<file path="src/rtl/aluPkg.sv">
package aluPkg;
  localparam int DATA_W = 8;
  localparam int OP_W   = 8;

  // encoding equals {kind bit, sub-function} of the opcode
  typedef enum logic [2:0] {
    FN_ADD = 3'b000,
    FN_ADC = 3'b001,
    FN_SUB = 3'b010,
    FN_SBB = 3'b011,
    FN_NOT = 3'b100,
    FN_AND = 3'b101,
    FN_OR  = 3'b110,
    FN_XOR = 3'b111
  } aluFn_e;

  typedef struct packed {
    logic   doLoad;
    logic   doAlu;
    logic   doInc;
    logic   doDec;
    aluFn_e fn;
  } ctrlStrobes_t;
endpackage

</file>
<file path="src/rtl/aluCore.sv">
module aluCore
  import aluPkg::*;
#(
  parameter int W = DATA_W
) (
  input  aluFn_e       fn,
  input  logic [W-1:0] a,
  input  logic [W-1:0] b,
  input  logic         cin,
  output logic [W-1:0] res,
  output logic         cout
);
  logic [W:0] wide;
  logic [W:0] aExt;
  logic [W:0] bExt;
  logic [W:0] cExt;

  assign aExt = {1'b0, a};
  assign bExt = {1'b0, b};
  assign cExt = {{W{1'b0}}, cin};

  always_comb begin
    unique case (fn)
      FN_ADD:  wide = aExt + bExt;
      FN_ADC:  wide = aExt + bExt + cExt;
      FN_SUB:  wide = aExt - bExt;
      FN_SBB:  wide = aExt - bExt - cExt;
      FN_NOT:  wide = {1'b0, ~a};
      FN_AND:  wide = {1'b0, a & b};
      FN_OR:   wide = {1'b0, a | b};
      FN_XOR:  wide = {1'b0, a ^ b};
      default: wide = '0;
    endcase
  end

  assign res  = wide[W-1:0];
  assign cout = wide[W];
endmodule

</file>
<file path="src/rtl/aluCtrl.sv">
module aluCtrl
  import aluPkg::*;
#(
  parameter int OPW = OP_W
) (
  input  logic           clk,
  input  logic           rstN,
  input  logic [OPW-1:0] opcode,
  input  logic           accLoad,
  input  logic           aluLoad,
  input  logic           incStrobe,
  input  logic           decStrobe,
  output ctrlStrobes_t   strb,
  output logic           groupAlu
);
  localparam int GRP_HI  = OPW - 1;
  localparam int GRP_LO  = OPW - 2;
  localparam int KIND_B  = OPW - 3;
  localparam int SUB_HI  = OPW - 4;
  localparam int SUB_LO  = OPW - 5;

  logic [2:0] fnBits;

  assign groupAlu = (opcode[GRP_HI:GRP_LO] == 2'b00);
  assign fnBits   = {opcode[KIND_B], opcode[SUB_HI:SUB_LO]};

  always_comb begin
    strb.fn     = aluFn_e'(fnBits);
    strb.doLoad = accLoad;
    strb.doAlu  = !accLoad && aluLoad && groupAlu;
    strb.doInc  = !accLoad && !aluLoad && incStrobe;
    strb.doDec  = !accLoad && !aluLoad && !incStrobe && decStrobe;
  end

  AST_ONE_ACTION: assert property (@(posedge clk) disable iff (!rstN)
    $onehot0({strb.doLoad, strb.doAlu, strb.doInc, strb.doDec}));

  AST_FOREIGN_GROUP_IDLE: assert property (@(posedge clk) disable iff (!rstN)
    (aluLoad && !accLoad && !groupAlu) |->
      ({strb.doLoad, strb.doAlu, strb.doInc, strb.doDec} == 4'b0000));
endmodule

</file>
<file path="src/rtl/accDatapath.sv">
module accDatapath
  import aluPkg::*;
#(
  parameter int W = DATA_W
) (
  input  logic         clk,
  input  logic         rstN,
  input  ctrlStrobes_t strb,
  input  logic         groupAlu,
  input  logic [W-1:0] operand,
  output logic [W-1:0] acc,
  output logic [W-1:0] busOut,
  output logic         zeroFlag,
  output logic         carryFlag,
  output logic         signFlag
);
  localparam logic [W-1:0] ONE = W'(1);

  logic [W-1:0] opRes;
  logic         opCout;
  logic [W-1:0] stepRes;
  logic         stepCout;
  aluFn_e       stepFn;

  assign stepFn = strb.doDec ? FN_SUB : FN_ADD;

  aluCore #(.W(W)) uOpCore (
    .fn   (strb.fn),
    .a    (acc),
    .b    (operand),
    .cin  (carryFlag),
    .res  (opRes),
    .cout (opCout)
  );

  aluCore #(.W(W)) uStepCore (
    .fn   (stepFn),
    .a    (acc),
    .b    (ONE),
    .cin  (1'b0),
    .res  (stepRes),
    .cout (stepCout)
  );

  assign busOut = groupAlu ? opRes : acc;

  always_ff @(posedge clk) begin
    if (!rstN) begin
      acc       <= '0;
      zeroFlag  <= 1'b0;
      carryFlag <= 1'b0;
      signFlag  <= 1'b0;
    end else if (strb.doLoad) begin
      acc <= operand;
    end else if (strb.doAlu) begin
      acc       <= opRes;
      carryFlag <= opCout;
      zeroFlag  <= (opRes == '0);
      signFlag  <= opRes[W-1];
    end else if (strb.doInc || strb.doDec) begin
      acc       <= stepRes;
      carryFlag <= stepCout;
      zeroFlag  <= (stepRes == '0);
      signFlag  <= stepRes[W-1];
    end
  end

  AST_LOAD_KEEPS_FLAGS: assert property (@(posedge clk) disable iff (!rstN)
    strb.doLoad |=> $stable({zeroFlag, carryFlag, signFlag}));

  AST_LOGIC_CLEARS_CARRY: assert property (@(posedge clk) disable iff (!rstN)
    (strb.doAlu && strb.fn[2]) |=> !carryFlag);

  AST_ZERO_SIGN_TRACK: assert property (@(posedge clk) disable iff (!rstN)
    (strb.doAlu || strb.doInc || strb.doDec) |=>
      (zeroFlag == (acc == '0)) && (signFlag == acc[W-1]));

  AST_INC_STEP: assert property (@(posedge clk) disable iff (!rstN)
    strb.doInc |=> (acc == $past(acc) + ONE));

  AST_DEC_STEP: assert property (@(posedge clk) disable iff (!rstN)
    strb.doDec |=> (acc == $past(acc) - ONE));

  AST_IDLE_HOLD: assert property (@(posedge clk) disable iff (!rstN)
    !(strb.doLoad || strb.doAlu || strb.doInc || strb.doDec) |=>
      $stable({acc, zeroFlag, carryFlag, signFlag}));
endmodule

</file>
<file path="src/rtl/opAluAcc.sv">
module opAluAcc
  import aluPkg::*;
(
  input  logic              clk,
  input  logic              rstN,
  input  logic [OP_W-1:0]   opcode,
  input  logic [DATA_W-1:0] operand,
  input  logic              accLoad,
  input  logic              aluLoad,
  input  logic              incStrobe,
  input  logic              decStrobe,
  output logic [DATA_W-1:0] accOut,
  output logic [DATA_W-1:0] busOut,
  output logic              zeroFlag,
  output logic              carryFlag,
  output logic              signFlag
);
  ctrlStrobes_t strb;
  logic         groupAlu;

  aluCtrl #(.OPW(OP_W)) uCtrl (
    .clk       (clk),
    .rstN      (rstN),
    .opcode    (opcode),
    .accLoad   (accLoad),
    .aluLoad   (aluLoad),
    .incStrobe (incStrobe),
    .decStrobe (decStrobe),
    .strb      (strb),
    .groupAlu  (groupAlu)
  );

  accDatapath #(.W(DATA_W)) uPath (
    .clk       (clk),
    .rstN      (rstN),
    .strb      (strb),
    .groupAlu  (groupAlu),
    .operand   (operand),
    .acc       (accOut),
    .busOut    (busOut),
    .zeroFlag  (zeroFlag),
    .carryFlag (carryFlag),
    .signFlag  (signFlag)
  );
endmodule

</file>
<file path="config.mk">
export PLATFORM = sky130hd
export DESIGN_NAME = opAluAcc
export DESIGN_NICKNAME = d
export VERILOG_FILES = /design/src/rtl/aluPkg.sv /design/src/rtl/aluCore.sv /design/src/rtl/aluCtrl.sv /design/src/rtl/accDatapath.sv /design/src/rtl/opAluAcc.sv
export SDC_FILE = /design/constraint.sdc
export NUM_CORES = 1
export LEC_CHECK = 0
export BUFFER_PORTS_ARGS = -buffer_cell sky130_fd_sc_hd__buf_2
export CORE_ASPECT_RATIO = 1.25
export CORE_UTILIZATION = 52
export DETAILED_ROUTE_END_ITERATION = 8
export GPL_TIMING_DRIVEN = 0
export PLACE_DENSITY_LB_ADDON = 0.12
export SETUP_SLACK_MARGIN = 0.3
export SYNTH_ARGS = -nofsm -noshare
export SYNTH_HDL_FRONTEND = slang
export SYNTH_SLANG_ARGS = --single-unit
</file>
<file path="constraint.sdc">
create_clock -name clk -period 3.19 [get_ports clk]
set_clock_uncertainty 0.1 [all_clocks]
set_input_delay 0.4785 -clock clk [delete_from_list [all_inputs] [get_ports clk]]
set_output_delay 0.4785 -clock clk [all_outputs]
set_load 0.02 [all_outputs]
</file>
=== Yosys cells after proc, flatten, opt, wreduce, memory -nomap -nowiden ===
Index checks and enable logic that the tools add are counted.

* Bits in registers: 11
* Input bits: 22
* Output and inout port bits: 19
* Logic and storage cells: 63

* Add/subtract/negate cells: 6
* Eq/ne operators: 14
* Multiplexer cells: 13
* Bitwise logic cells: 6
* Reductions and logical operators: 20

{| class="wikitable"
|+ Operator list
! kind !! count
|-
| 9-bit case mux with 8 select lines || 1
|-
| 9-bit case mux with 6 select lines || 1
|-
| 8-bit 2-to-1 mux || 4
|-
| 3-bit == test, second input constant || 8
|-
| 8-bit zero test || 2
|-
| 3-bit by 2-bit == test with 1-bit output, second input constant || 4
|-
| 8-bit by 1-bit adder with 9-bit output, second input constant || 1
|-
| 8-bit by 8-bit adder with 9-bit output || 1
|-
| 9-bit by 1-bit adder with 9-bit output || 1
|-
| 8-bit by 1-bit subtractor with 9-bit output, second input constant || 1
|-
| 8-bit by 8-bit subtractor with 9-bit output || 1
|-
| 9-bit by 1-bit subtractor with 9-bit output || 1
|-
| 8-bit AND || 1
|-
| 8-bit NOT || 1
|-
| 8-bit bitwise OR || 1
|-
| 8-bit bitwise XOR || 1
|-
| 3-bit by 1-bit == test with 1-bit output, second input constant || 2
|-
| 1-bit logical AND || 6
|-
| 3-bit zero test || 2
|-
| 1-bit 2-to-1 mux || 6
|-
| 2-bit OR reduction || 2
|-
| 1-bit zero test || 3
|-
| 3-bit nonzero test || 1
|-
| 2-bit zero test || 1
|-
| other kinds (5) || 6
|}

=== Longest topological paths before layout ===
* Word-level depth: 11
* Mapped depth: 14
* Depth with buffers taken out: 14

=== By module ===
From an unflattened synthesis, not the netlist that was laid out.

* Cell total of the unflattened synthesis: 632
* Area, all modules: 4535.6 um^2

{| class="wikitable"
|+ By module, submodules not included
! module !! times used !! cells an instance !! area an instance (um^2) !! seq. area each (um^2)
|-
| aluCore (uPath.uOpCore) || 1 || 262 || 1860.5 || 0.0
|-
| aluCore (uPath.uStepCore) || 1 || 270 || 1849.3 || 0.0
|-
| accDatapath || 1 || 92 || 754.5 || 220.2
|-
| aluCtrl || 1 || 8 || 71.3 || 0.0
|}

=== Worst setup path after synthesis ===
No wires, ideal clock.

* Path type: reg2out
* Start: reg uPath.acc[0]
* End: out busOut[6]
* Arrival time: 3.428 ns
* Data required time: 2.612 ns
* Slack: -0.816 ns
* Stages on the path, launching flop included: 13
* Buffers on the path: 0
* Cells stage by stage: dfxtp_1 inv_1 ha_1 fa_1 ha_1 nand2_1 a2111oi_0 o22ai_1 a21o_1 a311oi_1 o21ai_1 a21o_1 o21ai_0

* Longest elaborated chain between the ends: 4
* Elaborated cells between the ends (all ways): 6
* Those cells by class: add/sub (4); mux (2)

{| class="wikitable"
|+ RTL lines
! element !! RTL line !! RTL
|-
| start, declared || accDatapath.sv:11 || <nowiki>output logic [W-1:0] acc,</nowiki>
|-
| start signal, assigned || accDatapath.sv:54 || <nowiki>acc <= operand;</nowiki>
|-
| start signal, assigned || accDatapath.sv:56 || <nowiki>acc <= opRes;</nowiki>
|-
| start signal, assigned || accDatapath.sv:61 || <nowiki>acc <= stepRes;</nowiki>
|-
| 8-bit by 8-bit subtractor with 9-bit output / 8-bit by 8-bit adder with 9-bit output (equally long branches) || - ||
|-
| 9-bit by 1-bit subtractor with 9-bit output / 9-bit by 1-bit adder with 9-bit output (equally long branches) || aluCore.sv:27, aluCore.sv:25 ||
|-
| 9-bit case mux with 8 select lines (*) || aluCore.sv:23 || <nowiki>unique case (fn)</nowiki>
|-
| 8-bit 2-to-1 mux (*) || accDatapath.sv:45 || <nowiki>assign busOut = groupAlu ? opRes : acc;</nowiki>
|-
| end, declared || opAluAcc.sv:13 || <nowiki>output logic [DATA_W-1:0] busOut,</nowiki>
|}

Mark *: on every way between the ends. The rest lies on a longest branch, timed or not.

=== Final worst setup path ===
Ends and elaborated chain as after synthesis.

==> results by group <==
Clocking
  – Root buffer cell: clkbuf_8
  – CTS tree: yes
  – TritonCTS buffer count: 3
  – Clock sink count: 11
  – Clock tree buffer depth: 2
  – Cts hold-fix bufs: 0
  – Clock slew at reported path FFs: 60 ps
  – Worst-Skew Late Latency: 250 ps
  – Clock H-tree levels: 1

Timing
  – Final setup violation count: 13
  – Final Hold Fails: 0
  – Tmin final: 3850 ps
  – FMAX: 259 MHz
  – Max_slew headroom: 45.1%
  – Unrepaired setup endpoints after global routing: true
  – Max Slew Vio Count: 0
  – Setup TNS: -4290 ps
  – Fin crit share: 121%
  – Worst-Margin Slew: 822 ps
  – Final worst-path setup slack: -664 ps

Place
  – DP Cell Count: 497
  – Count of input and output buffers: 37
  – Placed cell areas: 3300 um^2
  – Post-DP HPWL: 6940 um
  – GP Congestion: 0.899

Finish
  – Commonest non-fill, non-tap cells in the layout: buf_2, nand2_1, nor2_1
  – Most common cell after layout, fill and taps aside: buf_2
  – Final nets: 539
  – Final Cell Area: 4040 um^2
  – Share of cells above drive strength 1: 35.4%
  – Final Non-Filler Cells: 539
  – Ant diodes: 0
  – Layout filler cell count: 358
  – Synth-to-layout area growth: 41.4%

Logic synthesis
  – EDFF count, synth: 0
  – Synthesized cell area: 2860 um^2
  – Synth Area in XOR/XNOR: 6.09%
  – Seq/Total Area, Yosys: 7.71%
  – Post-synthesis mux area share: 5.00%
  – Ys flop type: dfxtp_1
  – Async SR Flop Fraction: 0%
  – Synth Register Bits: 11
  – Synth Net Count: 459
  – Synthesized area per cell: 7.17 um^2
  – Post-Synthesis Cells: 398
  – Synth Area in Compound Gates: 33.9%
  – Largest family of logic cells by synthesized area: compound AO/OA/AOI/OAI gates
  – Synth Area in Adders: 17.9%
  – YS warnings: 0
  – Unique masters post-synth: 65
  – Simple-gate portion of the synthesized area: 21.9%

GRT
  – Gr usage total: 35.0%
  – Largest net degree at the start of global routing: 11
  – Vias in the first global route: 3,318
  – Global-route wire length before repair: 15,500 um
  – Initial antenna violation count: 0
  – Grt ovf: 0

Pwr
  – Peak VDD IR: 0.247 mV
  – PD cells: 305 nW/um^2
  – Leak Pwr: 1.67 nW

Outcome
  – Failing checks: negative setup slack
  – Run status: complete, but fails checks

Worst setup path
  – Arr. time, crit path: 3280 ps
  – Crit path max fanout: 3
  – Worst Setup End Kind: primary output
  – WS Path Type: reg -> out
  – Element type at the critical path start: flop
  – Worst Path Required: 2610 ps
  – Reg-to-Reg Start: uPath.acc[0]
  – Crit path from: uPath.acc[0]

Floorplan
  – Initial Utilization: 55.0%
  – Row count: 29
  – Die X: 68.3 um
  – Area of the die: 5790 um^2
  – Core Area: 5190 um^2
  – Die Height: 84.8 um
  – # IOs: 41

Route
  – DR vias: 3,576
  – 1st-pass router iterations: 8
  – Final WL: 10,300 um
  – Drt wl/cell: 19.2 um
  – Drt via density: 6.63
  – Post-route DRC: 0
  – Post-route ant nets: 0
  – DRT iter0 DRCs: 481

Run
  – Max_cap viols: 0

Hold path
  – Hold WC Path Type: in -> reg
  – Hold Startpoint: rstN
[metal layers]
layer	GRT usage [%]	share of wire (%)
met5	0	0
met3	6.18	7.9
met2	57.1	49
met1	42.3	38
met4	18.4	5.3
[flip-flops by register name (all words and copies together) (netlist names)]
name,cells
uPath.signFlag,1
uPath.acc,8
uPath.carryFlag,1
uPath.zeroFlag,1
[worst max-delay path, cell delays in order (launching register included)]
cell       delay [ps]
dfxtp_4           360
inv_6              30
ha_4              150
fa_2              430
or2_4             290
buf_6             120
a2111oi_4         430
a211o_1           220
a2111oi_4          50
a311oi_2          320
o21ai_1           110
a21o_1            230
o21ai_4           130
buf_6             130
[path summary, 6_finish.rpt]
kind	cells past startpoint	to	slack (ps)
setup / recovery	13	busOut[6]	-660
hold / removal	2	uPath.acc[3]	390
setup reg to reg	18	uPath.zeroFlag	-350
hold reg to reg	2	uPath.signFlag	450
[layout make-up]
cell class,instances,area [um^2],area share (%)
clock buffer,4,45.0,1.12
timing repair buffer,75,544,13.5
sequential,11,239,5.92
tap,62,77.6,1.92
inverter,36,145,3.59
multi-input combinational,333,2900,71.8
buffer,18,87.6,2.17
[report_power, final]
part	switching (mW)	internal (mW)
clock	0.0612	0.0883
combinational	0.506	0.407
sequential	0.0207	0.148
[synthesized netlist by cell type, types with 3 or more instances]
library cell  count  area (um^2)
a2111oi_0         5         43.8
a22o_1            9         78.8
fa_1              3         60.1
or2_2             4         25.0
buf_2             4         20.0
a22oi_1           8         60.1
a21o_1            5         37.5
inv_1            34          128
mux2i_1           3         30.0
o211ai_1          3         22.5
o22ai_1           4         25.0
nor2b_1           5         31.3
nand3b_1          4         30.0
nand2b_1          8         50.1
o21ai_0          31          155
clkbuf_1         12         45.0
nand4_1           3         18.8
or3_1             3         18.8
o21a_1            3         22.5
dfxtp_1          11          220
a211o_1           5         43.8
nor4_1            4         25.0
xor2_1            4         35.0
mux4_2            4         90.1
a21boi_0          5         37.5
a31oi_1           6         37.5
a211oi_1         10         75.1
nor2_1           35          131
xnor2_1          14          123
a221oi_1          4         35.0
nand2_1          37          139
a21oi_1          20          100
nor3_1            9         45.0
nor3b_1           4         30.0
a2111o_1          3         33.8
ha_1             36          450
[what timing repair did]
| item | in CTS | in global routing |
|---|---|---|
| pin swaps | 21 | 27 |
| gates resized for setup | 63 | 35 |
| buffers inserted | 25 | 13 |
| endpoints found under the hold margin | 0 | 0 |
| endpoints found under the setup margin | 15 | 17 |
[cells by family (layout without fill, tap and decap cells)]
logic type,after synthesis,in the layout
compound gates,139,139
simple gates,127,127
buf+inv,54,133
fa+ha+maj,39,39
xor+xnor,19,19
flops,11,11
mux,9,9
[per-stage QoR]
step | setup WS, ps | utilization (%) | power [mW] | hold WS [ps]
2_1_floorplan | -181 | - | 0.651 | 507
3_3_place_gp | -958 | 63.5 | 0.795 | 435
3_5_place_dp | -935 | 63.5 | 0.804 | 446
4_1_cts | -635 | 72.9 | 1.10 | 390
5_1_grt | -841 | 77.8 | 1.30 | 419
6_report | -664 | 77.8 | 1.23 | 389
No activity file was read; power rests on OpenSTA's default activity.
